**config.mk**
```make
export PLATFORM = sky130hd
export DESIGN_NAME = pbo_ref_switch
export DESIGN_NICKNAME = d
export VERILOG_FILES = /design/src/rtl/pbo_ref_switch.sv
export SDC_FILE = /design/constraint.sdc
export NUM_CORES = 1
export LEC_CHECK = 0
export ABC_AREA = 1
export BUFFER_PORTS_ARGS = -buffer_cell sky130_fd_sc_hd__buf_2
export CAP_MARGIN = 40
export CORE_AREA = 3 3 84 86
export DETAILED_ROUTE_END_ITERATION = 16
export DIE_AREA = 0 0 87 89
export PLACE_DENSITY = 0.89
export SYNTH_ARGS = -nofsm -noshare
export SYNTH_HDL_FRONTEND = slang
export SYNTH_SLANG_ARGS = --single-unit
```
**constraint.sdc**
```tcl
create_clock -name clk -period 4.5 [get_ports clk]
set_input_delay 0.675 -clock clk [delete_from_list [all_inputs] [get_ports clk]]
set_output_delay 0.675 -clock clk [all_outputs]
set_load 0.05 [all_outputs]
```
**src/rtl/pbo_ref_switch.sv**
```systemverilog
module pbo_ref_switch #(
  parameter int NREF = 4,
  parameter int PW   = 16,
  parameter int LW   = 8,
  localparam int IW  = (NREF > 1) ? $clog2(NREF) : 1,
  localparam int PRW = 4
) (
  input  logic                 clk,
  input  logic                 rst_n,
  input  logic [NREF-1:0]      ref_valid,
  input  logic [NREF*PRW-1:0]  ref_prio,
  input  logic [NREF*PW-1:0]   ref_phase,
  input  logic                 pd_tick,
  input  logic [LW-1:0]        lost_len,
  input  logic                 ctl_we,
  input  logic [1:0]           ctl_wdata,
  output logic signed [PW-1:0] phase_out,
  output logic [IW-1:0]        sel_idx,
  output logic [1:0]           mode,
  output logic                 holdover,
  output logic [1:0]           ctl_state
);
  localparam logic [1:0] M_LOCK = 2'd0, M_LOST = 2'd1, M_HOLD = 2'd2;
  localparam logic [1:0] C_DIS = 2'b00, C_EN = 2'b01, C_FRZ = 2'b10;
  localparam logic signed [PW:0] SMAX = (PW+1)'((1 << (PW-1)) - 1);
  localparam logic signed [PW:0] SMIN = -SMAX - 1;

  logic [1:0]           mode_q, ctl_q;
  logic [IW-1:0]        sel_q, best_idx;
  logic signed [PW-1:0] offset_q, sel_phase;
  logic [LW-1:0]        cnt_q, len_eff;
  logic                 cap_q, best_ok, cur_ok;
  logic [PRW-1:0]       best_pr;
  logic signed [PW:0]   diff;

  always_comb begin
    best_ok  = 1'b0;
    best_idx = '0;
    best_pr  = '1;
    for (int i = 0; i < NREF; i++) begin
      if (ref_valid[i] && ref_prio[i*PRW +: PRW] != '0 &&
          (!best_ok || ref_prio[i*PRW +: PRW] < best_pr)) begin
        best_ok  = 1'b1;
        best_idx = IW'(i);
        best_pr  = ref_prio[i*PRW +: PRW];
      end
    end
  end

  assign cur_ok    = ref_valid[sel_q] && (ref_prio[sel_q*PRW +: PRW] != '0);
  assign sel_phase = ref_phase[sel_q*PW +: PW];
  assign len_eff   = (lost_len == '0) ? LW'(1) : lost_len;
  assign diff      = (PW+1)'(sel_phase) - (PW+1)'(offset_q);

  always_ff @(posedge clk) begin
    if (!rst_n) begin
      mode_q   <= M_HOLD;
      ctl_q    <= C_EN;
      sel_q    <= '0;
      offset_q <= '0;
      cnt_q    <= '0;
      cap_q    <= 1'b0;
    end else begin
      if (ctl_we && ctl_wdata != 2'b11) ctl_q <= ctl_wdata;
      if (ctl_q == C_DIS) offset_q <= '0;
      case (mode_q)
        M_LOCK, M_LOST: begin
          if (!cur_ok) begin
            if (best_ok) begin
              sel_q  <= best_idx;
              mode_q <= M_LOST;
              cnt_q  <= '0;
              cap_q  <= 1'b0;
            end else begin
              mode_q <= M_HOLD;
            end
          end else if (mode_q == M_LOST && pd_tick) begin
            if (!cap_q) begin
              cap_q <= 1'b1;
              if (ctl_q == C_EN) offset_q <= sel_phase;
            end
            if (cnt_q + LW'(1) >= len_eff) mode_q <= M_LOCK;
            else cnt_q <= cnt_q + LW'(1);
          end
        end
        default: begin
          if (best_ok) begin
            sel_q  <= best_idx;
            mode_q <= M_LOST;
            cnt_q  <= '0;
            cap_q  <= 1'b0;
          end
        end
      endcase
    end
  end

  assign phase_out = !(mode_q == M_LOCK || (mode_q == M_LOST && cap_q)) ? '0 :
                     (diff > SMAX) ? PW'(SMAX) :
                     (diff < SMIN) ? PW'(SMIN) : PW'(diff);
  assign sel_idx   = sel_q;
  assign mode      = mode_q;
  assign holdover  = (mode_q == M_HOLD);
  assign ctl_state = ctl_q;

  assert_leave_lock_R1: assert property (@(posedge clk) disable iff (!rst_n)
    ($past(mode_q) == M_LOCK && mode_q != M_LOCK) |-> !$past(cur_ok));
  assert_sel_stable_R1: assert property (@(posedge clk) disable iff (!rst_n)
    (mode_q == M_LOCK && $past(mode_q) == M_LOCK) |-> $stable(sel_q));
  assert_hold_exit_R8: assert property (@(posedge clk) disable iff (!rst_n)
    (mode_q == M_HOLD && best_ok) |=> (mode_q == M_LOST));
  assert_frozen_keep_R4: assert property (@(posedge clk) disable iff (!rst_n)
    (ctl_q == C_FRZ) |=> $stable(offset_q));
  assert_dis_zero_R5: assert property (@(posedge clk) disable iff (!rst_n)
    (ctl_q == C_DIS) |=> (offset_q == '0));
  assert_hold_quiet_R8: assert property (@(posedge clk) disable iff (!rst_n)
    holdover |-> (phase_out == '0 && mode == M_HOLD));
endmodule

```
==> out/summary.txt <==
Status - complete, but fails checks
Violated checks - setup timing
Synth area leader - dfxtp_1
Yosys top cell area share - 19.07%
Critical Path Source Type - flip-flop
Die area - 0.007743 sq mm
Fin crit period - 4.654 ns
Net Sw Power - 951.8 uW
Detailed Routing Iterations Pass 1 - 5
RSZ-0062 raised after global routing - true
# fillers - 412
DRT Wirelength - 11.93 mm
Setup_tns - -2.132 ns
Number of global-route vias before repair - 3782
Placed cell area - 0.004063 sq mm
Async set-reset flop share out of synthesis - 0%
Most frequent cells in the layout - buf_2 (105), inv_1 (74), nand2_1 (66)
Crit. Startpoint - sel_idx[0]
Fin crit share - 103.4%
Mean Syn Cell Area - 6.394 sq um
Worst Path Max Fanout - 8
Post-route setup slack - -0.1541 ns
Most common cell after layout, fill and taps aside - buf_2
Worst VDD drop - 0.4608 mV
CP Class - reg2out
Main synth FF type - dfxtp_1
Gpl congestion - 0.8404
Syn-to-layout area delta - 46.71%
Slew Limit Fails - 0
FMAX - 0.2149 GHz
Register area - 625.6 sq um
Worst Hold Path EP - cap_q
Final hold viol count - 0
CTS tree - built
Yosys cell types - 39
H-tree Lvls - 2
Via density - 5.831
FF-to-FF End - cnt_q[2]
DPL Wire Length - 7.944 mm
Clock Path Buffers - 2
Setup WS pre-CTS - -0.01955 ns
Worst hold path cell count - 2
GRT overflow - 0
Reg-to-Reg Start - cnt_q[0]
Slew margin rel. - 46.73%
Logic pwr share - 69.8%
Design area - 0.004775 sq mm
Starting DRC count in detailed routing - 408
Clk pwr share - 15.0%
Hold WS - 0.4712 ns
Worst-case clock skew - 0.01365 ns
Vias - 4286
Register area share after synthesis - 19.07%
Avg WL per Cell - 16.22 um
Layout cells sized above 1 - 33.94%
Max-cap viol count - 0
# DRC - 0
Synthesized Nets - 640
Core region area - 0.006350 sq mm
CTS root buffer - clkbuf_8
Sequential share of power - 15.2%
Initial antenna violation count - 1
Pwr per Cell Area - 413.9 mW/mm^2
Synth area leaders - dfxtp_1 (19%), ha_1 (12%), inv_1 (8.9%), nand2_1 (8.1%), o21ai_0 (7.8%)
Global Route Usage Sum - 26.65%
P_leak - 0.002364 uW
Int Power - 1024 uW
Switch share - 48.17%
EDFF count, synth - 0
# setup viols final - 15
Antenna Violating Nets Remaining - 0
Ys Warns - 0
Clock-pin slew on the worst setup and hold paths - 0.06 ns
Num CTS Buffers - 5
Clock latency on the worst-skew pair - 0.30 ns
Worst slew pin tran - 0.7981 ns
R2R depth - 14
Nets - 787
Die H - 89 um
CTS sink cnt - 31
First-pass GRT wire length - 16.55 mm
Worst path required time - 3.83 ns
Port Buffer Count - 120
Register-to-register setup slack - 1.32 ns
Initial Util - 51.25%
Mapped Cells - 509
Chip width - 87 um
Rows - 29
Io pins - 121
Multi-input gate area - 0.002550 sq mm
Worst Min Path Start - cap_q
Largest net degree at the start of global routing - 24
Worst setup EP type - output pin
Min-delay worst type - reg2reg
WP data arrival - 3.98 ns
Yosys reg bits - 31
Mapped cell area - 0.003254 sq mm
## cell families (layout without fill, tap and decap cells)
| family | Yosys count | count (layout) | share of synthesized area (%) |
|---|---|---|---|
| AOI/OAI and AO/OA | 149 | 149 | 27.76 |
| xor gates and xnor gates | 20 | 20 | 5.613 |
| adders and majority gates | 33 | 33 | 12.92 |
| buffers and inverters | 94 | 242 | 11.34 |
| DFF | 31 | 31 | 19.07 |
| other | 0 | 1 | 0 |
| and+or+nand+nor | 182 | 182 | 23.30 |
## cell type report
cell class                 count  area share, %
multi-input combinational    384          53.41
tap                           77          2.018
antenna                        1        0.05241
inverter                      77          6.289
sequential                    31          13.10
timing repair buffer         157          22.67
clock inverter                 2         0.7338
clock buffer                   6          1.730
## how the worst max path moves through the flow
stage | end | cells past startpoint | slack (ns)
floorplan | phase_out[10] | 23 | 0.05
global placement | phase_out[10] | 21 | 0.1
detailed placement | phase_out[10] | 21 | -0.02
CTS | phase_out[10] | 22 | 0.003
global route | phase_out[6] | 22 | -0.35
finish | phase_out[12] | 22 | -0.15
## worst max-delay path: stages (launching register included)
cell	delay (ns)
dfxtp_4	0.43
buf_12	0.14
buf_6	0.14
nor2_2	0.05
o22ai_2	0.25
ha_4	0.27
a21oi_1	0.20
o21ai_1	0.11
o21bai_4	0.19
a21oi_2	0.15
o21bai_2	0.10
nand3_1	0.13
nand2_2	0.08
a21boi_2	0.19
nor2_1	0.06
nor2_1	0.11
nor2_1	0.06
nor2_2	0.14
xor2_2	0.24
o21ai_2	0.12
buf_6	0.19
o21ai_4	0.13
buf_6	0.17
## sequential cells by signal, indices dropped and copies added, names as in the netlist
| signal | count |
|---|---|
| cnt_q | 8 |
| sel_idx | 2 |
| ctl_state | 2 |
| mode | 2 |
| cap_q | 1 |
| offset_q | 16 |
## through the flow
step | std cells | util, % | total power [uW]
2_1_floorplan | 509 | - | 1107
3_3_place_gp | 699 | 63.98 | 1330
3_5_place_dp | 699 | 63.98 | 1357
4_1_cts | 713 | 69.40 | 1756
5_1_grt | 735 | 75.19 | 2069
6_report | 735 | 75.19 | 1976
## repair_timing
action	4_1_cts	5_1_grt
cloned	1	1
hold buffers	0	0
buffers inserted	5	20
pin swaps	5	25
resized for setup	32	61
endpoints found under the setup margin	15	16
## Yosys cell counts (all sizes together), types with 2 or more instances
master and number:
o21ai 59, o22ai 16, o21bai 5, xnor2 4, clkbuf 13, nand4 2
nor3 28, dfxtp 31, o21a 6, inv 77, nand3b 3, o41ai 2
a21oi 50, nand2 70, ha 32, a21boi 2, nor2 63, xor2 16
buf 4, nand3 15
## layer usage
| metal | share of wire [%] | GRT usage (%) |
|---|---|---|
| met5 | 0 | 0 |
| met1 | 35 | 27.58 |
| met4 | 6.3 | 14.02 |
| met3 | 8.4 | 4.608 |
| met2 | 50 | 51.00 |
## power groups by stage
stage | Sequential (uW) | Clock, uW | Combinational, uW
after detailed placement | 302 | 0 | 1050
after global placement | 302 | 0 | 1030
after floorplan | 321 | 0 | 786
after CTS | 298 | 291 | 1170
after global routing | 303 | 307 | 1460
final | 301 | 296 | 1380
Power figures use the tool's default switching activity.
